===== src/rtl/logmap_pkg.sv =====
package logmap_pkg;

  localparam int unsigned FRAC_W    = 16;
  localparam int unsigned GAP_LIMIT = 64;

  // progress of the orbit-length measurement
  typedef enum logic [1:0] {
    MEAS_IDLE   = 2'd0,   // no reference clamp yet
    MEAS_ANCHOR = 2'd1,   // one clamp seen, no gap recorded
    MEAS_TRACK  = 2'd2    // at least one gap recorded
  } meas_e;

endpackage


===== src/rtl/logmap_core.sv =====
module logmap_core #(
  parameter int unsigned XW = 16
) (
  input  logic          clk_i,
  input  logic          rst_ni,
  input  logic          load_i,
  input  logic [XW-1:0] seed_i,
  input  logic [XW-1:0] thresh_i,
  input  logic          step_i,
  output logic [XW-1:0] state_o,
  output logic          clip_o,
  output logic          clip_evt_o
);

  localparam int unsigned PRODW = 2 * XW + 1;

  // 4*x*(1-x) in Q0.XW; full-width product, then truncate, saturate 1.0
  function automatic logic [XW-1:0] map_step(input logic [XW-1:0] x);
    logic [XW:0]      comp;
    logic [PRODW-1:0] prod;
    logic [PRODW-1:0] quad;
    comp = {1'b1, {XW{1'b0}}} - {1'b0, x};
    prod = {{(XW+1){1'b0}}, x} * {{XW{1'b0}}, comp};
    quad = prod >> (XW - 2);
    if (quad[PRODW-1:XW] != '0) return '1;
    return quad[XW-1:0];
  endfunction

  logic [XW-1:0] state_q, state_d, mapped_w;
  logic          clip_q, over_w, clip_now_w;

  always_comb begin
    mapped_w   = map_step(state_q);
    over_w     = mapped_w > thresh_i;
    clip_now_w = step_i && !load_i && over_w;
    if (load_i)      state_d = seed_i;
    else if (step_i) state_d = over_w ? thresh_i : mapped_w;
    else             state_d = state_q;
  end

  always_ff @(posedge clk_i) begin
    if (!rst_ni) begin
      state_q <= '0;
      clip_q  <= 1'b0;
    end else begin
      state_q <= state_d;
      clip_q  <= clip_now_w;
    end
  end

  assign state_o    = state_q;
  assign clip_o     = clip_q;
  assign clip_evt_o = clip_now_w;

endmodule


===== src/rtl/logmap_period.sv =====
module logmap_period #(
  parameter int unsigned MAX_GAP = 64,
  parameter int unsigned PW      = $clog2(MAX_GAP + 1)
) (
  input  logic          clk_i,
  input  logic          rst_ni,
  input  logic          step_i,
  input  logic          clip_i,
  input  logic          restart_i,
  output logic [PW-1:0] period_o
);
  import logmap_pkg::*;

  localparam logic [PW-1:0] GAP_TOP = PW'(MAX_GAP);

  meas_e         mode_q;
  logic [PW-1:0] since_q, prev_q, period_q, gap_w;

  assign gap_w = (since_q == GAP_TOP) ? GAP_TOP : since_q + 1'b1;

  always_ff @(posedge clk_i) begin
    if (!rst_ni) begin
      mode_q   <= MEAS_IDLE;
      since_q  <= '0;
      prev_q   <= '0;
      period_q <= '0;
    end else if (restart_i) begin
      mode_q   <= clip_i ? MEAS_ANCHOR : MEAS_IDLE;
      since_q  <= '0;
      prev_q   <= '0;
      period_q <= '0;
    end else if (step_i) begin
      if (clip_i) begin
        since_q <= '0;
        unique case (mode_q)
          MEAS_IDLE:   mode_q <= MEAS_ANCHOR;
          MEAS_ANCHOR: begin
            prev_q <= gap_w;
            mode_q <= MEAS_TRACK;
          end
          default: begin
            prev_q   <= gap_w;
            period_q <= (gap_w == prev_q) ? gap_w : '0;
          end
        endcase
      end else begin
        since_q <= gap_w;
        if (gap_w == GAP_TOP) begin
          period_q <= '0;
          mode_q   <= MEAS_IDLE;
        end
      end
    end
  end

  assign period_o = period_q;

endmodule


===== src/rtl/logmap_clip_gen.sv =====
module logmap_clip_gen #(
  parameter int unsigned XW      = logmap_pkg::FRAC_W,
  parameter int unsigned MAX_GAP = logmap_pkg::GAP_LIMIT,
  localparam int unsigned PW     = $clog2(MAX_GAP + 1)
) (
  input  logic          clk_i,
  input  logic          rst_ni,
  input  logic          load_i,
  input  logic [XW-1:0] seed_i,
  input  logic [XW-1:0] thresh_i,
  input  logic          step_i,
  output logic [XW-1:0] state_o,
  output logic          clip_o,
  output logic [PW-1:0] period_o
);

  logic [XW-1:0] thresh_q;
  logic          thr_chg_w, restart_w, step_w, clip_w;

  always_ff @(posedge clk_i) begin
    if (!rst_ni) thresh_q <= '0;
    else         thresh_q <= thresh_i;
  end

  assign thr_chg_w = thresh_i != thresh_q;
  assign restart_w = load_i || thr_chg_w;
  assign step_w    = step_i && !load_i;

  logmap_core #(.XW(XW)) core_i (
    .clk_i      (clk_i),
    .rst_ni     (rst_ni),
    .load_i     (load_i),
    .seed_i     (seed_i),
    .thresh_i   (thresh_i),
    .step_i     (step_i),
    .state_o    (state_o),
    .clip_o     (clip_o),
    .clip_evt_o (clip_w)
  );

  logmap_period #(.MAX_GAP(MAX_GAP), .PW(PW)) period_i (
    .clk_i     (clk_i),
    .rst_ni    (rst_ni),
    .step_i    (step_w),
    .clip_i    (clip_w),
    .restart_i (restart_w),
    .period_o  (period_o)
  );

endmodule


===== config.mk =====
export PLATFORM = sky130hd
export DESIGN_NAME = logmap_clip_gen
export DESIGN_NICKNAME = d
export VERILOG_FILES = /design/src/rtl/logmap_pkg.sv /design/src/rtl/logmap_core.sv /design/src/rtl/logmap_period.sv /design/src/rtl/logmap_clip_gen.sv
export SDC_FILE = /design/constraint.sdc
export NUM_CORES = 1
export LEC_CHECK = 0
export BUFFER_PORTS_ARGS = -buffer_cell sky130_fd_sc_hd__buf_4
export CORE_UTILIZATION = 35
export CTS_BUF_LIST = sky130_fd_sc_hd__clkbuf_2 sky130_fd_sc_hd__clkbuf_4 sky130_fd_sc_hd__clkbuf_8
export DETAILED_ROUTE_END_ITERATION = 10
export PLACE_DENSITY_LB_ADDON = 0.08
export RECOVER_POWER = 50
export SETUP_SLACK_MARGIN = 0.02
export SYNTH_ARGS = -nofsm -noshare
export SYNTH_HDL_FRONTEND = slang
export SYNTH_SLANG_ARGS = --single-unit

===== constraint.sdc =====
create_clock -name clk_i -period 9 [get_ports clk_i]
set_input_delay 1.8 -clock clk_i [delete_from_list [all_inputs] [get_ports clk_i]]
set_output_delay 1.8 -clock clk_i [all_outputs]
set_load 0.05 [all_outputs]

==> metrics.txt <==
number of synthesized flops with an enable pin=0; Die Span Y=193 um; gr usage total=21.9%; Crit. End Element=flop; starting density of the core=35.7%; crit path from=core_i.state_o[2]; fmax=106 MHz; Syn. warnings=0; Synth Instances=1486; post-route clock period utilization=104%; CP max stage cell=fa_2; synth top area cells=fa_1, ha_1, dfxtp_1; Worst Path Required=9.16 ns; max cap viols=0; CP Launch Type=flop; Levels on crit path=39; sequential fraction of the synthesis area=8.81%; htree depth=2; Clk pin slew, worst setup/hold paths=0.12 ns; RePlAce Congestion=0.857; CTS tree=yes; Post-synth top flop=dfxtp_1; Synth top area share=32.6%; crit path max fanout=7; asr flop ratio synth=0%; I/O pin count=60; WL/cell=17.7 um; Buffers on Ports=59; final hold violations=0; worst setup margin=-0.396 ns; number of nets in the layout=2066; Post-DP HPWL=31.2 mm; top cells by count, synth=inv_1, fa_1, ha_1; Final Max Tran Viols=0; core region area=0.0357 sq mm; RSZ-0062 raised after global routing=true; clock buffer depth=2; clk root buf=clkbuf_8; Worst R2R End=core_i.state_o[14]; final setup fails=39; min Tclk post-route=9.40 ns; DIE WIDTH=193 um; slew of the pin with the lowest slew margin=0.860 ns; antenna cell count=0; flops & latches, synth=56; critical path type=flop to flop; Area Overhead vs Synth=25.2%; top cell type by total area after synthesis=fa_1; RR Startpoint=core_i.state_o[2]; Clock Latency Late Sink=0.33 ns; FF-to-FF setup slack=-0.40 ns; outcome=complete, but fails checks; worst path buffer plus inverter count=7; Die ar.=0.0371 sq mm; CP top delay family=adder cells; DRC viols=2; Clock Skew=0.0135 ns; Worst Setup EP=core_i.state_o[14]; Detailed Route Iter0 Violations=451; most frequent cell after synthesis=inv_1; Seq. cell area=0.00113 sq mm; number of global-route vias before repair=11.2k; Largest stage delay, worst path=0.59 ns; FILL cells=3577; Slew headroom=42.6%; DRT Pass-1 Iters=8; final wirelength=38.1 mm; total number of vias=10.5k; initial antenna violation count=2; synthesized area per cell=8.56 sq um; GRT overflow=0; Num CTS Buffers=5; first-pass GRT wire length=62.5 mm; Placement Rows=69; largest net degree at the start of global routing=43; Post-Syn Area=0.0127 sq mm; multi-input logic area=0.0110 sq mm; Reg2Reg Depth=39; vias per cell=4.91; Hold/Removal Path Class=flop to flop; Worst EP arrival=9.56 ns; Cell variety after synth=67; Crit path top cell by count=fa_1; clock sink total=56; Place WS=-0.835 ns; layout cells sized above 1=22.4%; antenna-violating nets left=0; failing checks=DRC, setup timing
-- cell usage in the layout, fill, tap and decap left out, types with 31 or more instances in the layout --
| master | n |
|---|---|
| nand2_1 | 62 |
| buf_4 | 230 |
| dfxtp_1 | 52 |
| nand2b_1 | 114 |
| a21oi_1 | 31 |
| nor2_1 | 82 |
| ha_1 | 115 |
| inv_1 | 274 |
| fa_1 | 204 |
| nor2b_1 | 104 |
-- worst min-delay path by stage --
stage / slack (ns) / depth (start not counted) / from / endpoint
4_1_cts: 0.48 / 2 / period_i.period_o[6] / period_i.period_o[6]
3_3_place_gp: 0.45 / 2 / period_i.period_o[6] / period_i.period_o[6]
2_1_floorplan: 0.45 / 2 / period_i.since_q[5] / period_i.since_q[5]
6_report: 0.47 / 2 / period_i.period_o[6] / period_i.period_o[6]
5_1_grt: 0.51 / 2 / period_i.period_o[6] / period_i.period_o[6]
3_5_place_dp: 0.45 / 2 / period_i.period_o[6] / period_i.period_o[6]
-- metal layers --
layer	wire, um	up-vias	track usage (%)
met5	0	-	0
met4	510	0	3.54
met3	976	27	1.24
met2	17500	168	36.0
met1	19100	5306	32.0
li1	-	5043	-
-- area by class of cell --
class / instances / share of cell area (%)
clock inverter: 3 / 0.165
clock buffer: 5 / 0.432
inverter: 281 / 6.65
multi-input combinational: 1088 / 69.2
tap: 461 / 3.62
sequential: 56 / 7.12
timing repair buffer: 253 / 12.8
-- logic make-up after synthesis --
logic type / count (synthesis) / synth area share, %
AO/OA/AOI/OAI: 185 / 9.65
XOR/XNOR: 44 / 3.09
adder cells (fa/ha/maj): 345 / 46.1
other: 2 / 0.0590
buffers and inverters: 354 / 10.7
flip-flops: 56 / 8.81
AND/OR/NAND/NOR: 493 / 21.1
multiplexers: 7 / 0.560
-- timing repair --
| item | in CTS | in global routing |
|---|---|---|
| cloned | 1 | 0 |
| buffers inserted | 19 | 10 |
| endpoints found under the setup margin | 40 | 40 |
| hold buffers | 0 | 0 |
| gates resized for setup | 84 | 42 |
| pin swaps | 37 | 31 |
-- metrics by stage --
step | instance area, sq um | hold slack (ns) | std cells | util (%) | TNS (ns)
5_1_grt | 15900 | 0.505 | 2147 | 44.7 | -27.49
4_1_cts | 15700 | 0.476 | 2138 | 44.2 | -13.66
2_1_floorplan | 13100 | 0.445 | 1498 | - | 0
3_5_place_dp | 15100 | 0.454 | 2110 | 42.3 | -27.14
3_3_place_gp | 15100 | 0.449 | 2110 | 42.3 | -24.96
6_report | 15900 | 0.471 | 2147 | 44.7 | -12.52
-- worst min-delay path, stage by stage (launching register included) --
cell and delay [ns]:
dfxtp_1 0.33, nand2_1 0.05, a21oi_1 0.05
-- sequential cells by signal (all words and copies together) (netlist names) --
register	count
core_i.state_o	16
thresh_q	16
period_i.period_o	7
period_i.prev_q	7
period_i.since_q	7
period_i.mode_q	2
core_i.clip_o	1
Power is left out: the tool's default activity adds up to more than one toggle a clock period on the data nets, which glitch-free logic cannot reach.
